--- config.mk ---
export PLATFORM = sky130hd
export DESIGN_NAME = imm_load_seq
export DESIGN_NICKNAME = d
export VERILOG_FILES = /design/src/rtl/imm_load_pkg.sv /design/src/rtl/ils_decode.sv /design/src/rtl/ils_pc.sv /design/src/rtl/ils_regfile.sv /design/src/rtl/imm_load_seq.sv
export SDC_FILE = /design/constraint.sdc
export NUM_CORES = 1
export LEC_CHECK = 0
export BUFFER_PORTS_ARGS = -buffer_cell sky130_fd_sc_hd__buf_2
export CAP_MARGIN = 0
export CORE_ASPECT_RATIO = 1.5
export CORE_MARGIN = 2
export CORE_UTILIZATION = 35
export CTS_CLUSTER_SIZE = 24
export DETAILED_ROUTE_END_ITERATION = 7
export HOLD_SLACK_MARGIN = 0.15
export PLACE_DENSITY = 0.57
export SLEW_MARGIN = 40
export SYNTH_ARGS = -nofsm -noshare
export SYNTH_HDL_FRONTEND = slang
export SYNTH_SLANG_ARGS = --single-unit
--- constraint.sdc ---
create_clock -name clk -period 2.1 [get_ports clk]
set_input_delay 0.21 -clock clk [delete_from_list [all_inputs] [get_ports clk]]
set_output_delay 0.21 -clock clk [all_outputs]
set_load 0.02 [all_outputs]
--- src/rtl/imm_load_pkg.sv ---
package imm_load_pkg;

  typedef enum logic [1:0] {
    ST_OPC   = 2'd0,
    ST_OPR   = 2'd1,
    ST_STORE = 2'd2
  } seq_state_t;

  localparam int          SEL_W     = 3;
  localparam int          NUM_SLOTS = 1 << SEL_W;
  localparam logic [2:0]  DST_MEM   = 3'd6;
  localparam int          SLOT_H    = 4;
  localparam int          SLOT_L    = 5;
  localparam int          SLOT_SKIP = 6;
  localparam logic [2:0]  OPC_LOW   = 3'b110;
  localparam logic [1:0]  OPC_TOP   = 2'b00;

endpackage

--- src/rtl/ils_decode.sv ---
module ils_decode
  import imm_load_pkg::*;
#(
  parameter int DATA_W = 8
) (
  input  logic [DATA_W-1:0] opcode,
  output logic              valid,
  output logic [SEL_W-1:0]  dst_sel
);

  always_comb begin
    valid   = (opcode[7:6] == OPC_TOP) && (opcode[2:0] == OPC_LOW);
    dst_sel = opcode[5:3];
  end

endmodule

--- src/rtl/ils_pc.sv ---
module ils_pc #(
  parameter int                ADDR_W    = 16,
  parameter logic [ADDR_W-1:0] RESET_VAL = 16'h0100
) (
  input  logic              clk,
  input  logic              rst_n,
  input  logic              inc,
  output logic [ADDR_W-1:0] pc
);

  logic [ADDR_W-1:0] pc_d;

  always_comb begin
    pc_d = pc;
    if (inc) pc_d = pc + ADDR_W'(1);
  end

  always_ff @(posedge clk or negedge rst_n) begin
    if (!rst_n)   pc <= RESET_VAL;
    else if (inc) pc <= pc_d;
  end

endmodule

--- src/rtl/ils_regfile.sv ---
module ils_regfile
  import imm_load_pkg::*;
#(
  parameter int DATA_W = 8,
  localparam int RF_W  = NUM_SLOTS * DATA_W
) (
  input  logic              clk,
  input  logic              rst_n,
  input  logic              we,
  input  logic [SEL_W-1:0]  sel,
  input  logic [DATA_W-1:0] wdata,
  output logic [RF_W-1:0]   all_o,
  output logic [DATA_W-1:0] hi_o,
  output logic [DATA_W-1:0] lo_o
);

  for (genvar k = 0; k < NUM_SLOTS; k++) begin : g_slot
    if (k == SLOT_SKIP) begin : g_empty
      assign all_o[k*DATA_W +: DATA_W] = '0;
    end else begin : g_reg
      logic [DATA_W-1:0] q;
      logic              en;
      assign en = we && (sel == SEL_W'(k));
      always_ff @(posedge clk or negedge rst_n) begin
        if (!rst_n)  q <= '0;
        else if (en) q <= wdata;
      end
      assign all_o[k*DATA_W +: DATA_W] = q;
    end
  end

  assign hi_o = all_o[SLOT_H*DATA_W +: DATA_W];
  assign lo_o = all_o[SLOT_L*DATA_W +: DATA_W];

endmodule

--- src/rtl/imm_load_seq.sv ---
module imm_load_seq
  import imm_load_pkg::*;
#(
  parameter int                ADDR_W   = 16,
  parameter int                DATA_W   = 8,
  parameter logic [ADDR_W-1:0] RESET_PC = 16'h0100,
  localparam int               RF_W     = NUM_SLOTS * DATA_W
) (
  input  logic              clk,
  input  logic              rst_n,
  output logic [ADDR_W-1:0] mem_addr,
  output logic              mem_rd_en,
  output logic              mem_wr_en,
  output logic [DATA_W-1:0] mem_wdata,
  input  logic [DATA_W-1:0] mem_rdata,
  output logic              done,
  output logic [1:0]        cycle_count,
  output logic              illegal_op,
  output logic [RF_W-1:0]   regs_o
);

  seq_state_t        state_q, state_d;
  logic [SEL_W-1:0]  dst_q, dst_d;
  logic [DATA_W-1:0] opr_q, opr_d;
  logic              dec_valid;
  logic [SEL_W-1:0]  dec_dst;
  logic [ADDR_W-1:0] pc_q;
  logic              pc_inc;
  logic              rf_we;
  logic [DATA_W-1:0] hl_hi, hl_lo;

  ils_decode #(.DATA_W(DATA_W)) u_dec (
    .opcode  (mem_rdata),
    .valid   (dec_valid),
    .dst_sel (dec_dst)
  );

  ils_pc #(.ADDR_W(ADDR_W), .RESET_VAL(RESET_PC)) u_pc (
    .clk   (clk),
    .rst_n (rst_n),
    .inc   (pc_inc),
    .pc    (pc_q)
  );

  ils_regfile #(.DATA_W(DATA_W)) u_rf (
    .clk   (clk),
    .rst_n (rst_n),
    .we    (rf_we),
    .sel   (dst_q),
    .wdata (mem_rdata),
    .all_o (regs_o),
    .hi_o  (hl_hi),
    .lo_o  (hl_lo)
  );

  // next-state and bus outputs
  always_comb begin
    state_d     = state_q;
    dst_d       = dst_q;
    opr_d       = opr_q;
    pc_inc      = 1'b0;
    rf_we       = 1'b0;
    mem_addr    = pc_q;
    mem_rd_en   = 1'b0;
    mem_wr_en   = 1'b0;
    mem_wdata   = opr_q;
    done        = 1'b0;
    cycle_count = 2'd0;
    illegal_op  = 1'b0;
    case (state_q)
      ST_OPC: begin
        mem_rd_en = 1'b1;
        pc_inc    = 1'b1;
        if (dec_valid) begin
          dst_d   = dec_dst;
          state_d = ST_OPR;
        end else begin
          illegal_op = 1'b1;
        end
      end
      ST_OPR: begin
        mem_rd_en = 1'b1;
        pc_inc    = 1'b1;
        if (dst_q == DST_MEM) begin
          opr_d   = mem_rdata;
          state_d = ST_STORE;
        end else begin
          rf_we       = 1'b1;
          done        = 1'b1;
          cycle_count = 2'd2;
          state_d     = ST_OPC;
        end
      end
      ST_STORE: begin
        mem_addr    = ADDR_W'({hl_hi, hl_lo});
        mem_wr_en   = 1'b1;
        done        = 1'b1;
        cycle_count = 2'd3;
        state_d     = ST_OPC;
      end
      default: state_d = ST_OPC;
    endcase
  end

  always_ff @(posedge clk or negedge rst_n) begin
    if (!rst_n) begin
      state_q <= ST_OPC;
      dst_q   <= '0;
      opr_q   <= '0;
    end else begin
      state_q <= state_d;
      dst_q   <= dst_d;
      opr_q   <= opr_d;
    end
  end


  bus_excl_chk: assert property (@(posedge clk) disable iff (!rst_n)
    !(mem_rd_en && mem_wr_en));


  done_count_chk: assert property (@(posedge clk) disable iff (!rst_n)
    done ? (cycle_count == 2'd2 || cycle_count == 2'd3) : (cycle_count == 2'd0));


  store_data_chk: assert property (@(posedge clk) disable iff (!rst_n)
    mem_wr_en |-> (mem_wdata == $past(mem_rdata) && $past(mem_rd_en)));


  hl_hold_chk: assert property (@(posedge clk) disable iff (!rst_n)
    mem_wr_en |=> ({hl_hi, hl_lo} == $past({hl_hi, hl_lo})));


  illegal_hold_chk: assert property (@(posedge clk) disable iff (!rst_n)
    illegal_op |=> (regs_o == $past(regs_o) && mem_rd_en && !done));


  operand_addr_chk: assert property (@(posedge clk) disable iff (!rst_n)
    (mem_rd_en && !done && !illegal_op && state_q == ST_OPC) |=>
      (mem_rd_en && mem_addr == ADDR_W'($past(mem_addr) + ADDR_W'(1))));

endmodule

==> summary.md <==
| Metric | Value |
|---|---|
| TritonCTS Buffers | 9 |
| Clock Tree Buf Depth | 2 |
| Total wirelength of the detailed-routed design | between 8 and 9 mm |
| Total iterations of the first detailed-routing run | 3 |
| Total I/O pin count | 104 |
| Count of port buffers added during placement | 95 |
| Width of the chip | approximately 88 um |
| Sequential-to-total area share from yosys stat | 0.5731 |
| Post-CTS repair timing setup buffer count | 0 |
| Detailed-routed wire length on met3 | 258 um |
| Sum Neg Setup Slack | 0 ns |
| Power density over cell area | about 1600 mW/mm^2 |
| Average cell area after synthesis | around 15 um^2 |
| Adder and majority gate portion of the synthesized area | 0.01348 |
| Data arrival time of the critical path | between 1.5 and 2 ns |
| Die footprint | ~0.011 mm^2 |
| Logic depth of the worst path, buffers included | 5 |
| Area Growth Syn to Fin | 25.13% |
| Main combinational cell family by area after synthesis | multiplexers |
| Portion of netlist area occupied by mux cells | 0.2574 |
| Count of final hold-check violations | 0 |
| Final global-route overflow total | 0 |
| Worst Hold Path Cells | 2 |
| Post-Syn Instances | ~250 |
| Worst-case vdd ir drop | about 610 uV |
| CTS tree | built |
| Simple-Gate Fraction of Synth Area | 0.07648 |
| Starting density of the core | 0.3545 |
| Worst slew margin | 0.6443 |
| Max stage delay on crit path | approximately 0.40 ns |
| Routed via count | roughly 2300 |
| Kind of critical path | flop to primary output |
| Outcome | complete, no violations |
| Detailed-routing wirelength on met1 | 3.358 mm |
| Number of global-route vias before repair | approximately 2400 |
| #FFs+latches synth | 85 |
| Total global routing track utilization | 0.1554 |
| Number of design rule violations left after detail routing | 0 |
| Netlist area before placement | 0.003714 mm^2 |
| Uppermost metal layer occupied by signal nets | met4 |
| Proportion of layout cells with a drive suffix above 1 | 0.5838 |
| Max-slew violations | 0 |
| Setup-failing EPs final | 0 |
| Iteration-0 DRC Markers | 56 |
| Worst r2r path cells | 5 |
| Global-route wire length before repair | ~13 mm |
| Antenna Cells | 0 |
| Setup slack after layout | 0.09155 ns |
| Hold slack | just under 0.3 ns |
| Cell family contributing the most delay on the critical path | buffers and inverters |
| Placer Congestion | between 0.7 and 0.8 |
| Number of nets in the layout | between 300 and 400 |
| Total half-perimeter wirelength after legalization and detailed placement | a little over 6 mm |
| Period utilization | 0.9564 |
| Crit path required time | 1.89 ns |
| Initial antenna violation count | 0 |
| Post-synth cell types | 31 |
| Count of standard-cell rows | between 40 and 50 |
| Post-route ant nets | 0 |
| Worst slew pin tran | roughly 0.53 ns |
| Worst-path cell with the longest stage delay | dfrtp_1 |
| Cells along the critical path | inv_1 > ha_1 > buf_4 > mux2_2 > buf_2 |
| P_leak | 0.002198 uW |
| Routed length per placed instance | 16.92 um |
| Time the worst path needs with I/O delays and setup | 2.008 ns |
| Capturing element type of the critical path | primary output |
| DIE HEIGHT | 130.2 um |
| Top fanout value on the critical path | 18 |
| Total number of clock tree sinks | 85 |
| Clock input transition at the sequential cells of the worst setup and hold paths | approximately 0.060 ns |
| Setup repair after global routing missed its margin | false |
| Complex-gate fraction of the synthesized area | 0.003369 |
| Routed met2 length | roughly 4.7 mm |
| Placeable core region | around 0.010 mm^2 |
| Post-synthesis xor/xnor area fraction | 0.03538 |
| Yosys warning total | 0 |
| Pin count of the biggest net entering global routing | between 40 and 50 |
| Clock skew | approximately 0.0054 ns |
| Placement-stage worst setup slack | between 0.2 and 0.25 ns |
| Hold/Removal Path Class | input pin to flop |
| Post-detailed-route via-to-cell ratio | 4.612 |
| H-tree depth | 3 |
| Highest clock rate | 0.4979 GHz |
| Kind of start point of the critical path | flop |
| Insertion delay of the later-clocked pin in the worst-skew pair | 0.33 ns |
| Number of buffers and inverters on the critical path | 3 |
| Buffer cell driving the clock tree root | clkbuf_16 |
| Number of max-cap violations | 0 |
metal layers:
metal | vias up | track usage
li1 | 1071 | -
met1 | 1183 | 0.1845
met2 | 51 | 0.2732
met3 | 10 | 0.03099
met5 | - | 0
met4 | 0 | 0.06239
cell usage after synthesis, drive strengths merged:
library cell  count  area, um^2
dfstp             1       26.28
nand2b            1       13.76
mux2i             1       10.01
ha                4       50.05
buf              18       136.4
nor3              3       36.29
nand3             6       30.03
nand4b            2       17.52
inv               2       7.510
and2              1       8.760
nand2             9       33.78
conb              1       3.750
or2               1       6.260
nor2b             3       18.77
clkbuf            1       3.750
o21a              1       7.510
mux2             84       945.9
and4b             1       10.01
nor2              2       7.510
dfrtp            84        2102
a21oi             1       5.000
xnor2            12       105.1
nor3b             2       37.54
nand4             5       31.28
xor2              3       26.28
and4              2       20.02
and3              2       12.51
through the flow:
stage               cells  cell area (um^2)    util  total power [uW]
finish                502              4647  0.4436              7452
global route          502              4647  0.4436              7890
CTS                   502              4647  0.4436              7561
detailed placement    485              4310  0.4115              5811
global placement      485              4310  0.4115              5752
floorplan             260              3742       -              4842
worst paths after layout:
kind                            slack, ns          from                   endpoint
worst max-delay path                 0.09    state_q[0]               mem_addr[11]
worst min-delay path                 0.29  mem_rdata[4]               mem_wdata[4]
worst min register to register       0.50    u_pc.pc[8]                 u_pc.pc[8]
worst max register to register       0.23    state_q[1]  u_rf.g_slot[1].g_reg.q[0]
max in group asynchronous            1.06         rst_n  u_rf.g_slot[0].g_reg.q[1]
min in group asynchronous            0.39         rst_n                u_pc.pc[15]
layout make-up:
class / instances / area [um^2]
timing repair buffer: 101 / 538.0
fill: 1030 / 5828
tap: 144 / 180.2
multi-input combinational: 154 / 1466
sequential: 85 / 2128
clock buffer: 11 / 242.7
inverter: 2 / 7.507
clock inverter: 5 / 83.83
sequential cells by signal (all words and copies together) (netlist names):
| register | count |
|---|---|
| dst_q | 3 |
| u_rf.lo_o | 8 |
| state_q | 2 |
| u_pc.pc | 16 |
| u_rf.hi_o | 8 |
| mem_wdata | 8 |
| u_rf.g_slot.g_reg.q | 40 |
layout by cell type (no fill, tap or decap), types with 2 or more instances in the layout:
cell type / count
mux2_2: 84
xnor2_1: 12
nor2b_1: 2
clkinvlp_4: 2
buf_4: 5
nand4b_1: 2
buf_2: 94
dfrtp_1: 84
clkbuf_16: 9
nand3_1: 6
bufinv_16: 2
ha_1: 4
inv_1: 2
nor3_2: 2
nor2_1: 2
xor2_1: 3
nand2_1: 9
nand4_1: 5
nor3b_4: 2
conb_1: 8
and3_1: 2
timing repair:
item                                   in CTS  in global routing
endpoints found under the hold margin      37                  0
hold buffers                                1                  0
resized for setup                           0                  0
setup endpoints to repair                   0                  0
power by group:
part	internal, uW	switching, uW
logic	1240	1650
registers	2330	517
clock network	1080	634
total	4650	2800
logic make-up after synthesis:
family,after synthesis
flip-flops,85
buffers and inverters,21
XOR/XNOR,15
adder cells (fa/ha/maj),4
other,1
AO/OA/AOI/OAI,2
AND/OR/NAND/NOR,40
multiplexers,85
Note: power is estimated with default switching activity, not from simulation.
